<file path="src/rtl/gpio_pkg.sv">
// Shared types and register addresses for the I/O port.
// Assumes a two-bit register address space.
package gpio_pkg;
    typedef enum logic [1:0] {
        BOP_SET = 2'd0,
        BOP_CLR = 2'd1,
        BOP_CPL = 2'd2,
        BOP_NOP = 2'd3
    } bop_e;

    localparam logic [1:0] ADR_DATA = 2'd0;
    localparam logic [1:0] ADR_DIR  = 2'd1;
    localparam logic [1:0] ADR_CTRL = 2'd2;
endpackage

</file>
<file path="src/rtl/gpio_in_sync.sv">
// Two-flop input synchroniser with falling-edge wake detection.
// Assumes idle-high pads, so the flops reset to 1 and no false edge follows reset.
module gpio_in_sync #(
    parameter int W = 8
) (
    input  logic         clk,
    input  logic         rst_n,
    input  logic [W-1:0] pad_in,
    input  logic [W-1:0] watch,
    output logic [W-1:0] sync_q,
    output logic         wake_q
);
    logic [W-1:0] meta_q;
    logic [W-1:0] prev_q;
    logic [W-1:0] fall;

    // Bring pad levels into the clock domain and keep last synced value
    always_ff @(posedge clk) begin
        if (!rst_n) begin
            meta_q <= '1;
            sync_q <= '1;
            prev_q <= '1;
        end else begin
            meta_q <= pad_in;
            sync_q <= meta_q;
            prev_q <= sync_q;
        end
    end

    // Per-bit falling edge, limited to watched bits
    always_comb begin
        fall = prev_q & ~sync_q & watch;
    end

    // Register the combined request as a one-cycle pulse
    always_ff @(posedge clk) begin
        if (!rst_n) wake_q <= 1'b0;
        else        wake_q <= |fall;
    end
endmodule

</file>
<file path="src/rtl/gpio_pfd.sv">
// Divide-by-two of the timer overflow strobe.
// Assumes tmr_ovf is a single-cycle strobe. The state is held at 0 while disabled.
module gpio_pfd (
    input  logic clk,
    input  logic rst_n,
    input  logic enable,
    input  logic ovf,
    output logic pfd_q
);
    // Toggle on each overflow while enabled, clear otherwise
    always_ff @(posedge clk) begin
        if (!rst_n)       pfd_q <= 1'b0;
        else if (!enable) pfd_q <= 1'b0;
        else if (ovf)     pfd_q <= ~pfd_q;
    end
endmodule

</file>
<file path="src/rtl/gpio_regs.sv">
// Latch, direction and control registers with byte writes and bit operations.
// Assumes port_view is the current address-0 read value. A byte write beats a bit operation.
module gpio_regs
    import gpio_pkg::*;
#(
    parameter int W         = 8,
    parameter int IMPL_BITS = 6,
    parameter int BW        = $clog2(W)
) (
    input  logic          clk,
    input  logic          rst_n,
    input  logic          wr_en,
    input  logic [1:0]    addr,
    input  logic [W-1:0]  wdata,
    input  logic          bop_valid,
    input  logic [1:0]    bop_kind,
    input  logic [BW-1:0] bop_bit,
    input  logic [W-1:0]  port_view,
    output logic [W-1:0]  latch_q,
    output logic [W-1:0]  dir_q,
    output logic          pfd_en
);
    logic [W-1:0] mask;
    logic [W-1:0] target;
    logic [W-1:0] bop_res;
    logic         bop_hit;

    // Mark which bit positions physically exist
    for (genvar i = 0; i < W; i++) begin : g_mask
        assign mask[i] = (i < IMPL_BITS);
    end

    // Compute the read-modify-write result of a bit operation
    always_comb begin
        target  = '0;
        target[bop_bit] = 1'b1;
        bop_hit = bop_valid;
        unique case (bop_e'(bop_kind))
            BOP_SET: bop_res = port_view | target;
            BOP_CLR: bop_res = port_view & ~target;
            BOP_CPL: bop_res = ~port_view;
            default: begin
                bop_res = latch_q;
                bop_hit = 1'b0;
            end
        endcase
    end

    // Update the output latch from a byte write or a bit operation
    always_ff @(posedge clk) begin
        if (!rst_n)                         latch_q <= mask;
        else if (wr_en && addr == ADR_DATA) latch_q <= wdata & mask;
        else if (!wr_en && bop_hit)         latch_q <= bop_res & mask;
    end

    // Update the direction register (1 = input)
    always_ff @(posedge clk) begin
        if (!rst_n)                        dir_q <= mask;
        else if (wr_en && addr == ADR_DIR) dir_q <= wdata & mask;
    end

    // Update the divider enable bit
    always_ff @(posedge clk) begin
        if (!rst_n)                         pfd_en <= 1'b0;
        else if (wr_en && addr == ADR_CTRL) pfd_en <= wdata[0];
    end
endmodule

</file>
<file path="src/rtl/gpio_port_pfd.sv">
// Top of the I/O port: registers, synchroniser, divider and pad muxing.
// Assumes PFD_BIT < IMPL_BITS <= W. rdata is combinational on addr.
module gpio_port_pfd
    import gpio_pkg::*;
#(
    parameter int W         = 8,
    parameter int IMPL_BITS = 6,
    parameter int PFD_BIT   = 3,
    parameter int BW        = $clog2(W)
) (
    input  logic          clk,
    input  logic          rst_n,
    input  logic          wr_en,
    input  logic [1:0]    addr,
    input  logic [W-1:0]  wdata,
    output logic [W-1:0]  rdata,
    input  logic          bop_valid,
    input  logic [1:0]    bop_kind,
    input  logic [BW-1:0] bop_bit,
    input  logic          tmr_ovf,
    input  logic [W-1:0]  pad_in,
    output logic [W-1:0]  pad_out,
    output logic [W-1:0]  pad_oe,
    output logic          wake_req
);
    logic [W-1:0] mask;
    logic [W-1:0] latch_q;
    logic [W-1:0] dir_q;
    logic         pfd_en;
    logic         pfd_q;
    logic [W-1:0] pad_sync;
    logic [W-1:0] port_view;

    for (genvar i = 0; i < W; i++) begin : g_mask
        assign mask[i] = (i < IMPL_BITS);
    end

    gpio_regs #(.W(W), .IMPL_BITS(IMPL_BITS), .BW(BW)) u_regs (
        .clk       (clk),
        .rst_n     (rst_n),
        .wr_en     (wr_en),
        .addr      (addr),
        .wdata     (wdata),
        .bop_valid (bop_valid),
        .bop_kind  (bop_kind),
        .bop_bit   (bop_bit),
        .port_view (port_view),
        .latch_q   (latch_q),
        .dir_q     (dir_q),
        .pfd_en    (pfd_en)
    );

    gpio_in_sync #(.W(W)) u_sync (
        .clk    (clk),
        .rst_n  (rst_n),
        .pad_in (pad_in),
        .watch  (dir_q & mask),
        .sync_q (pad_sync),
        .wake_q (wake_req)
    );

    gpio_pfd u_pfd (
        .clk   (clk),
        .rst_n (rst_n),
        .enable(pfd_en),
        .ovf   (tmr_ovf),
        .pfd_q (pfd_q)
    );

    // Port value seen by reads and bit operations
    always_comb begin
        port_view = ((dir_q & pad_sync) | (~dir_q & latch_q)) & mask;
    end

    // Read data multiplexer
    always_comb begin
        unique case (addr)
            ADR_DATA: rdata = port_view;
            ADR_DIR:  rdata = dir_q & mask;
            ADR_CTRL: rdata = {{(W-1){1'b0}}, pfd_en};
            default:  rdata = '0;
        endcase
    end

    // Pad drive: latch value, with the divided strobe gated onto PFD_BIT
    always_comb begin
        pad_out = latch_q & mask;
        if (pfd_en) pad_out[PFD_BIT] = latch_q[PFD_BIT] & pfd_q;
        pad_oe  = ~dir_q & mask;
    end
endmodule

</file>
<file path="config.mk">
export PLATFORM = sky130hd
export DESIGN_NAME = gpio_port_pfd
export DESIGN_NICKNAME = d
export VERILOG_FILES = /design/src/rtl/gpio_pkg.sv /design/src/rtl/gpio_in_sync.sv /design/src/rtl/gpio_pfd.sv /design/src/rtl/gpio_regs.sv /design/src/rtl/gpio_port_pfd.sv
export SDC_FILE = /design/constraint.sdc
export NUM_CORES = 1
export LEC_CHECK = 0
export BUFFER_PORTS_ARGS = -buffer_cell sky130_fd_sc_hd__buf_2
export CORE_ASPECT_RATIO = 2
export CORE_MARGIN = 5
export CORE_UTILIZATION = 54
export DETAILED_ROUTE_END_ITERATION = 6
export PLACE_DENSITY_LB_ADDON = 0.1
export REMOVE_ABC_BUFFERS = 1
export SYNTH_ARGS = -nofsm -noshare
export SYNTH_HDL_FRONTEND = slang
export SYNTH_SLANG_ARGS = --single-unit
</file>
<file path="constraint.sdc">
create_clock -name clk -period 2.6 [get_ports clk]
set_input_delay 0.26 -clock clk [delete_from_list [all_inputs] [get_ports clk]]
set_output_delay 0.26 -clock clk [all_outputs]
set_load 0.03 [all_outputs]
</file>
Word level (Yosys, flattened, before mapping):

Cells that the tools add are included.

* equality and inequality tests: 4
* $lt $le $gt $ge: 2
* shifts and indexed selects: 0
* $mul: 0
* $add $sub $neg: 0
* divide/modulo/power cells: 0
* bitwise logic cells: 13
* mux-type cells: 8
* reductions and logical operators: 14

Operator list (count)
* one-hot mux 6 bit (3 select lines): 2
* AND 6 bit: 3
* inverter 6 bit: 3
* 2-to-1 mux 6 bit: 2
* OR 6 bit: 2
* AND 8 x 6 -> 8 bit: 1
* AND 8 bit: 1
* inverter 8 bit: 1
* OR reduction 8 bit: 1
* logical AND 1 bit: 5
* == test 2 x 1 -> 1 bit, second input constant: 2
* == test 2 bit, second input constant: 2
* logical NOT 2 bit: 2
* < comparator 3 x 4 -> 1 bit, second input constant: 1
* AND reduction 2 bit: 2
* nonzero test 4 bit: 1
* demux 1 bit (select 3 bit): 1
* >= comparator 3 x 1 -> 1 bit, second input constant: 1
* 2-to-1 mux 1 bit: 3
* OR reduction 3 bit: 1
* nonzero test 2 bit: 1
* AND 1 bit: 1
* logical NOT 1 bit: 1
* inverter 1 bit: 1

* memories kept: 0
* ROM bits: 0
* bits in writable memories: 0
* register bits after elaboration: 39
* output and inout port bits: 25
* bits in latches: 0
* input port bits: 28

Longest topological paths before layout:

* depth after elaboration: 9
* gate-level depth with buffers: 6

Cells and area by module:

Synthesis repeated with hierarchy kept, for this count alone.

* cell total of the unflattened synthesis: 205
* area, all modules: 1879.3 µm²

By module, submodules not included
* gpio_regs: area each 820.8 µm², instances 1, sequential area each 260.2 µm², cells each 93
* gpio_in_sync: area each 733.2 µm², instances 1, sequential area each 500.5 µm², cells each 64
* gpio_port_pfd: area each 290.3 µm², instances 1, sequential area each 0.0 µm², cells each 45
* gpio_pfd: area each 35.0 µm², instances 1, sequential area each 20.0 µm², cells each 3

Worst setup path after synthesis:

OpenSTA, ideal clock, no wires.

* path type: input -> output
* start: in addr[0]
* end: out rdata[1]
* stages on the path: 3
* arrival: 1.371 ns
* path slack: 0.969 ns
* required time: 2.340 ns
* cells stage by stage: clkbuf_1 -> nor2_1 -> a211oi_1

* word-level cells in the longest chain between the ends: 2
* elaborated cells on any way between the ends: 4

RTL lines
* from (decl): line gpio_port_pfd.sv:14 `input logic [1:0] addr,`
* == test 2 bit, or another cell as far along: line gpio_port_pfd.sv:77 `unique case (addr)`
* one-hot mux 6 bit (3 select lines) (*): line gpio_port_pfd.sv:77
* to (decl): line gpio_port_pfd.sv:16 `output logic [W-1:0] rdata,`

Mark *: on every way between the ends. The rest lies on a longest branch, timed or not.

Worst setup path after layout:

* start: reg u_regs.dir_q[0]
* end: out rdata[0]

* word-level cells in the longest chain between the ends: 4
* elaborated cells on any way between the ends: 5

RTL lines
* from (decl): line gpio_regs.sv:20 `output logic [W-1:0] dir_q,`
* from (signal assigned): line gpio_regs.sv:58 `if (!rst_n) dir_q <= mask;`
* from (signal assigned): line gpio_regs.sv:59 `else if (wr_en && addr == ADR_DIR) dir_q <= wdata & mask;`
* inverter 6 bit: line gpio_port_pfd.sv:72 `port_view = ((dir_q & pad_sync) | (~dir_q & latch_q)) & mask;`
* AND 6 bit: line gpio_port_pfd.sv:72
* OR 6 bit: line gpio_port_pfd.sv:72
* one-hot mux 6 bit (3 select lines) (*): line gpio_port_pfd.sv:77

Marked as above.

==> impl_metrics.yaml <==
timing:
  relSlewSlack: 0.540
  finClkSkew_ns: 0.00348
  period_needed_ns: 1.76
  hold_viol: 0
  max_freq_mhz: 568
  period_share: 0.677
  final.setup.tns_ns: 0
  worstMarginPinSlew_ns: 0.688
  final_max_slew_viol_count: 0
  setup_violations: 0
  rsz0062_at_grt: "no"
die:
  design.die.area_um2: 4430
  start_util: 0.564
  io_pins: 53
  dieWidth_um: 49.7
  fp.dieH_um: 89.3
  core-area_um2: 3010
  row_count: 28
worst_setup_path:
  crit_cells: 4
  critPathLaunchType: "flop"
  r2r_cells: 4
  cp_cell_sequence: "mux2_2 -> mux2i_1 -> o21ai_0 -> buf_2"
  path_class: "flop to output pin"
  crit_family: "multiplexers"
  crit_buf_inv: 1
  slowest_stage: "dfxtp_1"
  worstPathRequired_ns: 2.34
  cpPeakStageDelay_ns: 0.39
  worstSetupEndpointType: "output pin"
  crit_arrival_ns: 1.50
  crit_fanout: 4
power_and_ir_drop:
  powerDensity_nw_per_um2: 579
  power.total_mw: 1.12
  vdd_ir_drop_max_v: 0.000288
  power.static_leakage_nw: 0.901
synthesis:
  yosys-top-cells-area: "dfxtp_1, nand2b_1, buf_4, nand2_1, mux2_2"
  synthCells: 191
  synth_area_um2: 1700
  yosysWarnings: 0
  ys_ff_latch: 33
  syn_area_per_cell_um2: 8.89
  yosysTopAreaCell: "dfxtp_1"
  ys_types: 39
  ys_seq_area_frac: 0.389
  yosysTopAreaCellShare: 0.389
clocking:
  cts_tree: "built"
  cts_hold_buffers: 0
  cts.htree.levels: 2
  clk_pin_slew_worst_paths_ns: 0.06
  post_cts_buffers: 0
  cts_buffer_depth: 2
  clock-sinks: 33
  numCtsBuffers: 5
  cts-root-buf: "clkbuf_8"
  cts_resized: 0
  clk_latency_ns: 0.28
placed_design:
  finalWeightedCongestion: 0.871
  dp_hpwl_um: 2990
  io_buffers: 42
  dp.cells: 250
  place_area_um2: 1850
drt:
  wl_met1_um: 1370
  vias: 1385
  wirelength_um: 3720
  first_pass_iters: 4
  ant_nets: 0
  wl_met2_um: 2110
  vias_per_cell: 5.37
  highest_layer: "met4"
  drcViolationCount: 0
  routed-wl-met3_um: 170
  dr.first_iter.drc_count: 31
  detail_route.wl_per_cell_um: 14.4
status:
  outcome: "finished, final reports clean"
finish:
  nNetsFinal: 259
  diodes: 0
  stdcell_area_um2: 1930
  syn_to_final_growth_pct: 13.6
  final_util: 0.640
  stdcell_count: 258
  drive_gt1_frac: 0.285
  nFillCells: 285
min_path:
  hold_depth: 2
  hold_class: "input port to flop"
global_routing:
  grt.total_usage: 0.177
  overflow: 0
  grt_max_degree: 34
  grt_pass1_vias: 1411
  grt_pass1_wl_um: 6180
  antenna_found_initial: 0
job:
  cap_violations: 0
-- metal layers --
| layer | vias up | global-route usage |
|---|---|---|
| met1 | 649 | 0.174 |
| met2 | 30 | 0.333 |
| met3 | 6 | 0.0518 |
| met4 | 0 | 0.0788 |
| met5 | - | 0 |
| li1 | 700 | - |
-- layout by cell type, fill, tap and decap left out, drive strengths merged, types with 5 or more instances in the layout --
master / n
buf: 42
dfxtp: 33
nand2: 22
nand2b: 19
inv: 15
o21ai: 12
nand3b: 10
mux2: 7
nor2: 7
a21oi: 7
conb: 6
clkbuf: 6
a211oi: 5
o221ai: 5
-- cells by family after synthesis --
kind of cell | after synthesis | synth area share
mux | 10 | 0.0641
fa+ha+maj | 4 | 0.0295
simple gates | 73 | 0.251
flops | 33 | 0.389
compound gates | 36 | 0.155
xor+xnor | 1 | 0.00516
buf+inv | 33 | 0.103
other cells | 1 | 0.00221
-- power by group --
group	switching, mW	total [mW]	internal [mW]
registers	0.0131	0.543	0.530
logic	0.136	0.213	0.0770
clock network	0.175	0.360	0.185
total	0.325	1.12	0.792
-- cell type report --
| cell class | count | area, um^2 | area share |
|---|---|---|---|
| Clock buffer | 6 | 72.6 | 0.0376 |
| Inverter | 15 | 56.3 | 0.0292 |
| Multi-Input combinational cell | 130 | 881 | 0.457 |
| Sequential cell | 33 | 661 | 0.343 |
| Timing Repair Buffer | 42 | 210 | 0.109 |
| Tap cell | 30 | 37.5 | 0.0195 |
| Clock inverter | 2 | 10.0 | 0.00519 |
-- sequential cells by signal, summed over array words and instances, names as in the netlist --
register        cells
u_pfd.pfd_q         1
u_regs.dir_q        6
u_regs.latch_q      6
u_regs.pfd_en       1
u_sync.meta_q       6
u_sync.prev_q       6
u_sync.sync_q       6
u_sync.wake_q       1
-- metrics by stage --
| stage | hold slack [ns] | worst slack [ns] |
|---|---|---|
| 6_report | 0.156 | 0.839 |
| 5_1_grt | 0.145 | 0.779 |
| 4_1_cts | 0.151 | 0.820 |
| 3_5_place_dp | 0.395 | 0.759 |
| 3_3_place_gp | 0.394 | 0.840 |
| 2_1_floorplan | 0.322 | 0.793 |
-- path summary, 6_finish.rpt --
| kind | startpoint | to | slack (ns) |
|---|---|---|---|
| min reg2reg | u_sync.meta_q[2]$_SDFF_PN1_ | u_sync.sync_q[2]$_SDFF_PN1_ | 0.41 |
| max | u_regs.dir_q[0]$_SDFFE_PN1P_ | rdata[0] | 0.84 |
| max reg2reg | u_regs.dir_q[0]$_SDFFE_PN1P_ | u_regs.latch_q[0]$_SDFFE_PN1P_ | 1.12 |
| min | pad_in[3] | u_sync.meta_q[3]$_SDFF_PN1_ | 0.16 |
-- cell usage after synthesis, drive strengths merged --
master / instances
nor3: 2
inv: 15
o211ai: 1
and4b: 1
and3: 1
nor4b: 1
dfxtp: 33
a21boi: 1
clkbuf: 4
a211oi: 5
xor2: 1
or2b: 1
nand2b: 19
o21ai: 12
ha: 4
or2: 2
nor2: 7
nand2: 22
a21oi: 7
or3b: 1
mux2i: 3
nor3b: 4
nand3: 1
dlygate4sd1: 1
a31oi: 2
o221a: 2
nand3b: 10
conb: 1
o221ai: 5
buf: 13
mux2: 7
nor2b: 1
o31a: 1
Power figures use the tool's default switching activity.
